File: config.mk
export PLATFORM = sky130hd
export DESIGN_NAME = qb_port
export DESIGN_NICKNAME = d
export VERILOG_FILES = /design/src/rtl/qb_port_pkg.sv /design/src/rtl/qb_port_sync.sv /design/src/rtl/qb_port_modify.sv /design/src/rtl/qb_port_drive.sv /design/src/rtl/qb_port.sv
export SDC_FILE = /design/constraint.sdc
export NUM_CORES = 1
export LEC_CHECK = 0
export BUFFER_PORTS_ARGS = -buffer_cell sky130_fd_sc_hd__buf_2
export CORE_MARGIN = 2
export CORE_UTILIZATION = 35
export CTS_CLUSTER_SIZE = 20
export DETAILED_ROUTE_END_ITERATION = 6
export PLACE_DENSITY = 0.57
export SETUP_SLACK_MARGIN = 0.4
export SLEW_MARGIN = 15
export SYNTH_ARGS = -nofsm -noshare
export SYNTH_HDL_FRONTEND = slang
export SYNTH_SLANG_ARGS = --single-unit
File: constraint.sdc
create_clock -name clk -period 3.1 [get_ports clk]
set_input_delay 0.62 -clock clk [delete_from_list [all_inputs] [get_ports clk]]
set_output_delay 0.62 -clock clk [all_outputs]
set_load 0.01 [all_outputs]
File: src/rtl/qb_port_pkg.sv
package qb_port_pkg;

   typedef enum logic [3:0] {
      CLS_PLAIN = 4'd0,
      CLS_AND   = 4'd1,
      CLS_OR    = 4'd2,
      CLS_XOR   = 4'd3,
      CLS_INC   = 4'd4,
      CLS_DEC   = 4'd5,
      CLS_DJNZ  = 4'd6,
      CLS_JBC   = 4'd7,
      CLS_CPLB  = 4'd8,
      CLS_MOVC  = 4'd9,
      CLS_CLRB  = 4'd10,
      CLS_SETB  = 4'd11
   } acc_class_e;

   // Modify classes read the latch and write back to it.
   function automatic logic acc_is_modify(input logic [3:0] cls);
      return (cls >= 4'd1) && (cls <= 4'd11);
   endfunction

endpackage

File: src/rtl/qb_port_sync.sv
module qb_port_sync #(
   parameter int WIDTH  = 8,
   parameter int STAGES = 2
) (
   input  logic             clk,
   input  logic             rst_n,
   input  logic [WIDTH-1:0] din,
   output logic [WIDTH-1:0] dout
);

   logic [WIDTH-1:0] chain_q [STAGES];

   always_ff @(posedge clk or negedge rst_n) begin
      if (!rst_n) begin
         for (int i = 0; i < STAGES; i++) chain_q[i] <= '1;
      end else begin
         chain_q[0] <= din;
         for (int i = 1; i < STAGES; i++) chain_q[i] <= chain_q[i-1];
      end
   end

   assign dout = chain_q[STAGES-1];

endmodule

File: src/rtl/qb_port_modify.sv
module qb_port_modify
   import qb_port_pkg::*;
#(
   parameter int WIDTH = 8,
   localparam int SEL_W = $clog2(WIDTH)
) (
   input  logic [WIDTH-1:0] cur,
   input  logic [3:0]       cls,
   input  logic [WIDTH-1:0] operand,
   input  logic [SEL_W-1:0] sel,
   input  logic             carry,
   output logic [WIDTH-1:0] nxt
);

   logic [WIDTH-1:0] mask;

   always_comb begin
      mask      = '0;
      mask[sel] = 1'b1;
   end

   always_comb begin
      nxt = cur;
      case (cls)
         CLS_AND:            nxt = cur & operand;
         CLS_OR:             nxt = cur | operand;
         CLS_XOR:            nxt = cur ^ operand;
         CLS_INC:            nxt = cur + WIDTH'(1);
         CLS_DEC, CLS_DJNZ:  nxt = cur - WIDTH'(1);
         CLS_JBC, CLS_CLRB:  nxt = cur & ~mask;
         CLS_CPLB:           nxt = cur ^ mask;
         CLS_MOVC:           nxt = carry ? (cur | mask) : (cur & ~mask);
         CLS_SETB:           nxt = cur | mask;
         default:            nxt = cur;
      endcase
   end

endmodule

File: src/rtl/qb_port_drive.sv
module qb_port_drive #(
   parameter int WIDTH      = 8,
   parameter bit OPEN_DRAIN = 1'b0
) (
   input  logic             clk,
   input  logic             rst_n,
   input  logic [WIDTH-1:0] latch,
   output logic [WIDTH-1:0] pad_pd,
   output logic [WIDTH-1:0] pad_wpu,
   output logic [WIDTH-1:0] pad_spu
);

   assign pad_pd = ~latch;

   generate
      if (OPEN_DRAIN) begin : g_open_drain
         assign pad_wpu = '0;
         assign pad_spu = '0;
      end else begin : g_quasi
         logic [WIDTH-1:0] prev_q;

         always_ff @(posedge clk or negedge rst_n) begin
            if (!rst_n) prev_q <= '1;
            else        prev_q <= latch;
         end

         assign pad_wpu = latch;
         assign pad_spu = latch & ~prev_q;

         // the strong pull-up never lasts two cycles on the same bit
         assert_strong_single_R9: assert property (@(posedge clk) disable iff (!rst_n)
            (pad_spu & $past(pad_spu)) == '0);
      end
   endgenerate

   // pull-down and any pull-up are never on together for a bit
   assert_drive_exclusive_R8: assert property (@(posedge clk) disable iff (!rst_n)
      (pad_pd & (pad_wpu | pad_spu)) == '0);

endmodule

File: src/rtl/qb_port.sv
module qb_port
   import qb_port_pkg::*;
#(
   parameter int WIDTH       = 8,
   parameter int SYNC_STAGES = 2,
   parameter bit OPEN_DRAIN  = 1'b0,
   localparam int SEL_W      = $clog2(WIDTH)
) (
   input  logic             clk,
   input  logic             rst_n,
   input  logic             wr_en,
   input  logic [WIDTH-1:0] wr_data,
   input  logic             acc_en,
   input  logic [3:0]       acc_class,
   input  logic [WIDTH-1:0] acc_operand,
   input  logic [SEL_W-1:0] bit_sel,
   input  logic             carry_in,
   output logic [WIDTH-1:0] rd_data,
   input  logic [WIDTH-1:0] pad_in,
   output logic [WIDTH-1:0] pad_pd,
   output logic [WIDTH-1:0] pad_wpu,
   output logic [WIDTH-1:0] pad_spu
);

   generate
      if (WIDTH < 2 || (WIDTH & (WIDTH - 1)) != 0) begin : g_bad_width
         $error("qb_port: WIDTH must be a power of two, at least 2");
      end
      if (SYNC_STAGES < 2 || SYNC_STAGES > 4) begin : g_bad_sync
         $error("qb_port: SYNC_STAGES must lie in 2..4");
      end
   endgenerate

   logic [WIDTH-1:0] latch_q;
   logic [WIDTH-1:0] mod_next;
   logic [WIDTH-1:0] pin_sync;
   logic             mod_wr;

   assign mod_wr = acc_en && acc_is_modify(acc_class);

   qb_port_modify #(.WIDTH(WIDTH)) u_modify (
      .cur     (latch_q),
      .cls     (acc_class),
      .operand (acc_operand),
      .sel     (bit_sel),
      .carry   (carry_in),
      .nxt     (mod_next)
   );

   always_ff @(posedge clk or negedge rst_n) begin
      if (!rst_n)      latch_q <= '1;
      else if (mod_wr) latch_q <= mod_next;
      else if (wr_en)  latch_q <= wr_data;
   end

   qb_port_sync #(.WIDTH(WIDTH), .STAGES(SYNC_STAGES)) u_sync (
      .clk   (clk),
      .rst_n (rst_n),
      .din   (pad_in),
      .dout  (pin_sync)
   );

   assign rd_data = acc_is_modify(acc_class) ? latch_q : pin_sync;

   qb_port_drive #(.WIDTH(WIDTH), .OPEN_DRAIN(OPEN_DRAIN)) u_drive (
      .clk     (clk),
      .rst_n   (rst_n),
      .latch   (latch_q),
      .pad_pd  (pad_pd),
      .pad_wpu (pad_wpu),
      .pad_spu (pad_spu)
   );

   // plain write lands when no modify access competes
   assert_write_load_R2: assert property (@(posedge clk) disable iff (!rst_n)
      (wr_en && !mod_wr) |=> (latch_q == $past(wr_data)));

   // a modify access stores the modify result, even beside a write
   assert_modify_wins_R7: assert property (@(posedge clk) disable iff (!rst_n)
      mod_wr |=> (latch_q == $past(mod_next)));

   // with no write and no modify access the latch holds
   assert_idle_hold_R7: assert property (@(posedge clk) disable iff (!rst_n)
      (!wr_en && !mod_wr) |=> $stable(latch_q));

   // set-bit raises only the addressed bit
   assert_setb_only_R6: assert property (@(posedge clk) disable iff (!rst_n)
      (acc_en && acc_class == CLS_SETB) |=>
      (latch_q == ($past(latch_q) | (WIDTH'(1) << $past(bit_sel)))));

endmodule

==> out/results.ini, run 1 <==
[run_status]
status = complete, no violations

[timing]
setup-violations-final = 0
clock.fmax_ghz = 0.3943
drv_slew = 0
rsz0062_at_grt = false
tightest_slew_ns = 0.6784
hold_viol_final = 0
relSlewSlack_pct = 54.77
skew_ns = 0.009776
min_period_ns = 2.536
fin_setup_tns_ns = 0
fin_crit_sh_pct = 81.82

[power_and_ir_drop]
p_clk_share_pct = 21.2
p_leak_nw = 1.280
p_int_uw = 887.7
swShare_pct = 35.30
p_comb_share_pct = 37.7
powerDensity_nw_per_um2 = 471.4
seqPwrFrac_pct = 41.1
ir_drop_mv = 0.3344
power_switching_uw = 484.3

[setup_path]
cpMostUsedCell = buf_2
cp_max_fo = 17
critPathRequiredTime_ns = 2.48
cp_data_arrival_time_ns = 1.92
slowest_stage = or3_4
critical-path-max-stage-delay_ns = 0.48
crit_chain = buf_2, or3_4, o21ai_2, buf_6, nand2_1, o21ai_0, buf_2
critPathCaptureType = output pin
critPathLaunchType = input pin
worstSetupPathType = in2out
r2r_cells = 8

[layout]
syn_to_final_growth_pct = 23.07
final_cell_area_um2 = 2910
drive_above_1_share_pct = 38.66
fillers = 662
utilization_pct = 45.06
nNetsFinal = 387
multi_input_area_um2 = 1448
stdcell_count = 421
seqCellArea_um2 = 840.8
diodes = 0

[grt]
overflow = 0
track_usage_pct = 18.35
grt_pass1_vias = 2123
antenna_found_initial = 0
grt_start_max_net_pins = 33
grt_pass1_wl_um = 10800

[logic_synthesis]
synthMuxAreaShare_pct = 5.132
yosysUniqueCellTypes = 52
synthAdderAreaFrac_pct = 4.021
ys.flop_type = dfstp_2
synth_xor_area_share_pct = 4.074
synth_top_area_share_pct = 35.56
syn_area_um2 = 2365
synth_compound_area_share_pct = 23.92
yosys.area_share.simple_pct = 22.12
yosysTopAreaCell = dfstp_2
synthCells = 278
syn_avg_cell_area_um2 = 8.506
synth_commonest_cells = dfstp_2, nor2_1, a21oi_1
ys_seq_area_share_pct = 35.56
yosysMostFrequentCell = dfstp_2
synth_area_leaders = dfstp_2, a21oi_1, nor2_1
synth_top_family_by_area = compound AO/OA/AOI/OAI gates
synth_edf_count = 0
synth-seq-cells = 32
async_reset_ff_share_pct = 100.0
yosysWarnings = 0
synth_nets = 321

[detailed_routing]
viasPerCell = 5.359
drtPass1Iterations = 4
wl_per_cell_um = 15.96
wirelength_um = 6721
drt_iter0_drc = 218
num_vias = 2256
antenna_left = 0
drc = 0

[floorplan]
core_um2 = 6459
die_area_um2 = 7430
chipHeight_um = 86.20
core.rowCount = 29
die_w_um = 86.20
num_io_pins = 68
start_util_pct = 36.61

[worst_hold_path]
hold_depth = 0
min_path_type = reg2reg

[clocking]
cts_buffers = 5
cts.clk_slew.worst_paths_ns = 0.06
cts_root_buffer = clkbuf_8
htree_levels = 2
hold_buffers = 0
clock-sinks = 32
clk_latency_ns = 0.28
cts_tree = built
cts_buffer_depth = 2

[placement]
gp_congestion = 0.8761
dpl_cell_area_um2 = 2798
portBuffers = 67
hpwl_um = 5098
numPlacedInstances = 411

[flow_run]
max_cap_violations = 0

## layout by cell type (no fill, tap or decap), types with 3 or more instances in the layout
cell type,Yosys,layout
buf_2,5,67
dfstp_2,32,32
nor2_1,30,29
nand2_1,22,22
o21ai_0,22,22
a21oi_1,23,22
inv_1,13,13
nand2b_1,11,11
mux2i_1,11,11
nor3_1,10,10
xnor2_1,9,8
buf_4,2,7
o22ai_1,6,6
ha_1,6,6
clkbuf_8,0,5
nand3b_1,4,4
nor3b_1,5,4
and2_1,3,3
or3b_2,3,3
or4_1,3,3
a211oi_1,4,3
## worst max-delay path: cells and delay by family
family | cells | cell delay (ns)
and+or+nand+nor | 2 | 0.54
buffers and inverters | 3 | 0.52
AOI/OAI and AO/OA | 2 | 0.23
## registers in the layout, indices dropped and copies added, names as in the netlist
register and cells:
u_drive.g_quasi.prev_q 8, u_sync.dout 8, latch_q 8, u_sync.chain_q 8
## path summary, 6_finish.rpt
check | from | slack [ns] | end
setup / recovery | acc_class[2] | 0.56 | rd_data[2]
hold / removal | u_sync.chain_q[12]$_DFF_PN1_ | 0.35 | u_sync.dout[4]$_DFF_PN1_
setup reg to reg | latch_q[0]$_DFFE_PN1P_ | 0.86 | latch_q[6]$_DFFE_PN1P_
hold reg to reg | u_sync.chain_q[12]$_DFF_PN1_ | 0.35 | u_sync.dout[4]$_DFF_PN1_
max in group asynchronous | rst_n | 2.31 | u_sync.dout[3]$_DFF_PN1_
min in group asynchronous | rst_n | 0.76 | u_sync.chain_q[10]$_DFF_PN1_
## final cells by class
cell class,count,share of cell area [%]
sequential,32,28.89
inverter,13,1.677
tap,77,3.310
timing repair buffer,75,13.71
clock inverter,1,0.1720
multi-input combinational,217,49.74
clock buffer,6,2.494
## repair_timing
action	4_1_cts	5_1_grt
setup endpoints to repair	8	9
buffers inserted	0	3
pin swaps	0	1
gates resized for setup	1	2
## logic make-up (layout without fill, tap and decap cells)
| family | after synthesis | count (layout) |
|---|---|---|
| XOR/XNOR | 11 | 11 |
| AO/OA/AOI/OAI | 85 | 85 |
| multiplexers | 12 | 12 |
| adder cells (fa/ha/maj) | 7 | 7 |
| flip-flops | 32 | 32 |
| AND/OR/NAND/NOR | 102 | 102 |
| buffers and inverters | 29 | 95 |
## through the flow
| stage | worst slack [ns] | hold slack [ns] | power [mW] |
|---|---|---|---|
| global placement | 0.2903 | 0.3454 | 1.080 |
| CTS | 0.4803 | 0.3560 | 1.387 |
| finish | 0.5636 | 0.3548 | 1.372 |
| floorplan | 0.4222 | 0.3452 | 0.8932 |
| detailed placement | 0.2118 | 0.3468 | 1.085 |
| global route | 0.4265 | 0.3591 | 1.473 |
## metal layers
layer  part of all wire (%)  GRT usage [%]
met1                     49          26.86
met2                     47          28.75
met3                    4.2          3.619
met4                   0.54          2.983
met5                      0              0
## power groups by stage
| stage | logic [mW] | registers, mW | clock network [mW] |
|---|---|---|---|
| after CTS | 0.518 | 0.565 | 0.304 |
| after detailed placement | 0.514 | 0.571 | 0 |
| final | 0.517 | 0.564 | 0.291 |
| after floorplan | 0.335 | 0.558 | 0 |
| after global placement | 0.509 | 0.571 | 0 |
| after global routing | 0.575 | 0.572 | 0.326 |
Note: power is estimated with default switching activity, not from simulation.
==> inputs of run 2 (changes only) <==
Clock period 3.1 ns to 2.65 ns, I/O delays scaled along.
==> run 2 against run 1 <==
Against the previous run: sequential share of layout area is 2.9 points lower; combinational power increased by 41%; routed wire length up 8.2%; critical path depth rose by 2; first-iteration DRC count is 6.0% lower; utilization up 5.1 points; largest power group is now combinational logic.
==> out/results.ini, run 2 (synthesis gave the netlist of run 1 again) <==
[layout]
fillers = 644
seqCellArea_um2 = 840.8
drive_above_1_share_pct = 47.09
multi_input_area_um2 = 1609
nNetsFinal = 404
diodes = 0
final_common_cell = buf_2
utilization_pct = 50.16
final_cell_mix = buf_2, dfstp_2, nor2_1
syn_to_final_growth_pct = 36.98

[setup_path]
critPathRequiredTime_ns = 2.83
slowest_stage = o211ai_4
startpoint = acc_class[3]
cp_max_fo = 15
crit_chain = buf_8, buf_6, or3_4, buf_4, o211ai_4, a211oi_1, a31o_2, a222oi_1, o21ai_1
r2r_start = latch_q[1]$_DFFE_PN1P_
r2r_cells = 8
worstSetupPathType = in2reg
cp_data_arrival_time_ns = 2.46
r2r_setup_slack_ns = 0.53
critical-path-max-stage-delay_ns = 0.39
critPathLaunchType = input pin
rr_endpoint = latch_q[7]$_DFFE_PN1P_
endpoint = latch_q[7]$_DFFE_PN1P_
critPathCaptureType = flop

[detailed_routing]
num_vias = 2377
viasPerCell = 5.427
drt_iter0_drc = 205
drc = 0
wirelength_um = 7270
drtPass1Iterations = 4
antenna_left = 0
wl_per_cell_um = 16.60

[timing]
fin_crit_sh_pct = 86.02
relSlewSlack_pct = 37.39
hold_slack_ns = 0.3509
min_period_ns = 2.280
hold_viol_final = 0
skew_ns = 0.004361
setup-violations-final = 0
tightest_slew_ns = 0.9392
rsz0062_at_grt = true
drv_slew = 0
clock.fmax_ghz = 0.4387
fin_setup_tns_ns = 0

[floorplan]
start_util_pct = 36.61
chipHeight_um = 86.20
core.rowCount = 29
num_io_pins = 68
core_um2 = 6459
die_area_um2 = 7430
die_w_um = 86.20

[clocking]
cts_tree = built
hold_buffers = 0
cts_buffers = 5
cts.clk_slew.worst_paths_ns = 0.06
clk_latency_ns = 0.27
clock-sinks = 32
htree_levels = 2
cts_buffer_depth = 2
cts_root_buffer = clkbuf_8

[placement]
hpwl_um = 5280
gp_congestion = 0.8619
portBuffers = 67

[grt]
grt_start_max_net_pins = 33
grt_use_met1_pct = 26.67
met2_usage_pct = 33.47
grt_pass1_vias = 2407
antenna_found_initial = 0
top_usage_layer = met2
met3_usage_pct = 5.238
overflow = 0
grt_pass1_wl_um = 11670
track_usage_pct = 20.06

[flow_run]
max_cap_violations = 0

[power_and_ir_drop]
powerDensity_nw_per_um2 = 531.7
p_leak_nw = 1.390
ir_drop_mv = 0.3817

[run_status]
status = complete, no violations

[worst_hold_path]
min_path_type = reg2reg

run 2: cell type report:
type | count | area share, %
clock buffers | 6 | 2.240
clock inverters | 1 | 0.1545
well taps | 77 | 2.974
inverters | 13 | 1.506
repair buffers | 92 | 17.50
flip-flops and latches | 32 | 25.96
multi-input cells | 217 | 49.67
run 2: per-stage QoR:
step                      power (mW)  worst slack [ns]  instances  instance area (um^2)
after global routing           1.851            0.3033        438                  3239
after detailed placement       1.290           0.07465        423                  2899
after CTS                      1.691            0.3220        435                  3128
final                          1.722            0.3703        438                  3239
after global placement         1.283            0.1168        423                  2899
after floorplan                1.052            0.1212        278                  2452
run 2: layer usage:
metal,wire length (um),vias up
met3,391,5
li1,-,1167
met1,3374,1135
met5,0,-
met2,3476,70
met4,29,0
run 2: report_power, final:
part / internal (mW) / switching, mW
sequential: 0.595 / 0.0659
clock: 0.178 / 0.157
combinational: 0.338 / 0.389
total: 1.11 / 0.612
run 2: worst min path at each step:
stage                                      start                           end  cells past startpoint
floorplan            u_sync.chain_q[8]$_DFF_PN1_      u_sync.dout[0]$_DFF_PN1_                      0
global placement    u_sync.chain_q[14]$_DFF_PN1_      u_sync.dout[6]$_DFF_PN1_                      0
detailed placement  u_sync.chain_q[13]$_DFF_PN1_      u_sync.dout[5]$_DFF_PN1_                      0
CTS                                    pad_in[5]  u_sync.chain_q[13]$_DFF_PN1_                      1
global route                           pad_in[5]  u_sync.chain_q[13]$_DFF_PN1_                      1
finish              u_sync.chain_q[13]$_DFF_PN1_      u_sync.dout[5]$_DFF_PN1_                      0
run 2: critical path: cells and delay by family:
kind | cells | cell delay (ns)
AOI/OAI and AO/OA | 5 | 1.18
and+or+nand+nor | 1 | 0.38
buffers and inverters | 3 | 0.36
run 2: timing repair:
item | in CTS | in global routing
endpoints found under the hold margin | 0 | 0
endpoints found under the setup margin | 10 | 12
buffers inserted | 4 | 3
gates cloned | 1 | 0
resized for setup | 20 | 24
pin swaps | 10 | 10
==> inputs of run 3 (changes only) <==
Settings changed: CORE_ASPECT_RATIO from default to 1.2, MAX_ROUTING_LAYER from default to met4.
==> run 3 against run 2 <==
Against the previous run: non-clock buffer count fell by 2; worst setup slack better by 0.023 ns; die area barely moved; global-route usage fell by 0.44 points; sequential share of layout area rose by 0.65 points; clock power increased by 6.9%; sequential power fell by 1%; hold slack worse by 0.0056 ns; combinational power down 4.3%; register-to-register slack worse by 0.10 ns; highest routed layer unchanged.
==> out/results.ini, run 3 (synthesis gave the netlist of run 1 again) <==
[run_status]
status = complete, no violations

[timing]
setup-violations-final = 0
rsz0062_at_grt = true
hold_slack_ns = 0.3453
hold_viol_final = 0
relSlewSlack_pct = 55.12
min_period_ns = 2.257
skew_ns = 0.001738
drv_slew = 0
tightest_slew_ns = 0.6733
clock.fmax_ghz = 0.4431
fin_setup_tns_ns = 0
fin_crit_sh_pct = 85.16

[detailed_routing]
antenna_left = 0
drt_iter0_drc = 176
wl_per_cell_um = 15.71
drc = 0
drtPass1Iterations = 4
num_vias = 2386
wirelength_um = 6989
viasPerCell = 5.362

[clocking]
cts.clk_slew.worst_paths_ns = 0.07
clk_latency_ns = 0.28
htree_levels = 2
cts_tree = built
cts_root_buffer = clkbuf_8
clock-sinks = 32
cts_buffer_depth = 2
cts_buffers = 5

[power_and_ir_drop]
ir_drop_mv = 0.4355
powerDensity_nw_per_um2 = 539.8
p_leak_nw = 1.387

[layout]
final_cell_mix = buf_2, dfstp_2, nor2_1
utilization_pct = 48.73
nNetsFinal = 402
drive_above_1_share_pct = 44.72
diodes = 0
syn_to_final_growth_pct = 33.65
final_cell_area_um2 = 3161
stdcell_count = 445
final_common_cell = buf_2

[placement]
portBuffers = 67
hpwl_um = 5316
dpl_cell_area_um2 = 2909
numPlacedInstances = 431
gp_congestion = 0.8787

[setup_path]
r2r_start = latch_q[0]$_DFFE_PN1P_
critPathCaptureType = flop
critPathBufInv = 3
r2r_cells = 9
critical-path-max-stage-delay_ns = 0.36
critPathRequiredTime_ns = 2.86
crit_chain = buf_8, nand2b_4, nor2_4, inv_2, fa_2, nand2b_4, a21oi_4, buf_6, xor2_2, a211o_1, a211oi_2, nor3_1
slowest_stage = fa_2
rr_endpoint = latch_q[4]$_DFFE_PN1P_
cp_data_arrival_time_ns = 2.46
cpMostUsedCell = nand2b_4
r2r_setup_slack_ns = 0.43
worstSetupPathType = in2reg
cp_max_fo = 7
path_delay_family = compound AO/OA/AOI/OAI gates
critPathLaunchType = input pin

[floorplan]
num_io_pins = 68
die_w_um = 79.04
core.rowCount = 32
die_area_um2 = 7432
core_um2 = 6486
start_util_pct = 36.46
chipHeight_um = 94.04

[grt]
grt_start_max_net_pins = 33
antenna_found_initial = 0
grt_pass1_vias = 2286
track_usage_pct = 19.62
overflow = 0
grt_pass1_wl_um = 11170

[worst_hold_path]
hold_path_startpoint = pad_in[0]
hold_depth = 1
min_path_type = in2reg
hold_path_end = u_sync.chain_q[8]$_DFF_PN1_

[flow_run]
max_cap_violations = 0

[run 3: report_power, final]
part           switching (mW)  internal (mW)
combinational           0.380          0.316
sequential             0.0587          0.594
clock                   0.175          0.182
[run 3: how the worst max path moves through the flow]
| stage | start | end | slack, ns | depth (start not counted) |
|---|---|---|---|---|
| final | acc_class[3] | latch_q[4]$_DFFE_PN1P_ | 0.39 | 12 |
| after global routing | acc_class[3] | latch_q[4]$_DFFE_PN1P_ | 0.29 | 12 |
| after CTS | acc_class[2] | rd_data[2] | 0.38 | 8 |
| after detailed placement | acc_class[3] | latch_q[6]$_DFFE_PN1P_ | 0.07 | 11 |
| after global placement | acc_class[3] | latch_q[6]$_DFFE_PN1P_ | 0.14 | 11 |
| after floorplan | acc_class[1] | latch_q[7]$_DFFE_PN1P_ | 0.12 | 11 |
[run 3: final cells by class]
type	instances	area, um^2
clock buffers	5	68.82
clock inverters	3	18.77
fillers	686	3326
inverters	13	48.80
multi-input cells	217	1533
flip-flops and latches	32	840.8
well taps	85	106.4
repair buffers	90	544.3
[run 3: routing by layer]
layer	wire [um]	up-vias	GRT usage, %
li1	-	1162	-
met1	2988	1132	24.26
met2	3549	77	33.55
met3	290	15	1.923
met4	161	0	6.753
met5	0	-	-
[run 3: through the flow]
stage	setup slack (ns)	total power, mW
2_1_floorplan	0.1212	1.052
3_3_place_gp	0.1368	1.289
3_5_place_dp	0.06606	1.292
4_1_cts	0.3830	1.678
5_1_grt	0.2917	1.823
6_report	0.3931	1.706
[run 3: repair_timing]
item | CTS | global route
gates resized for setup | 6 | 26
cloned | 1 | 0
setup endpoints to repair | 10 | 12
buffers inserted | 2 | 3
hold buffers | 0 | 0
pin swaps | 2 | 9
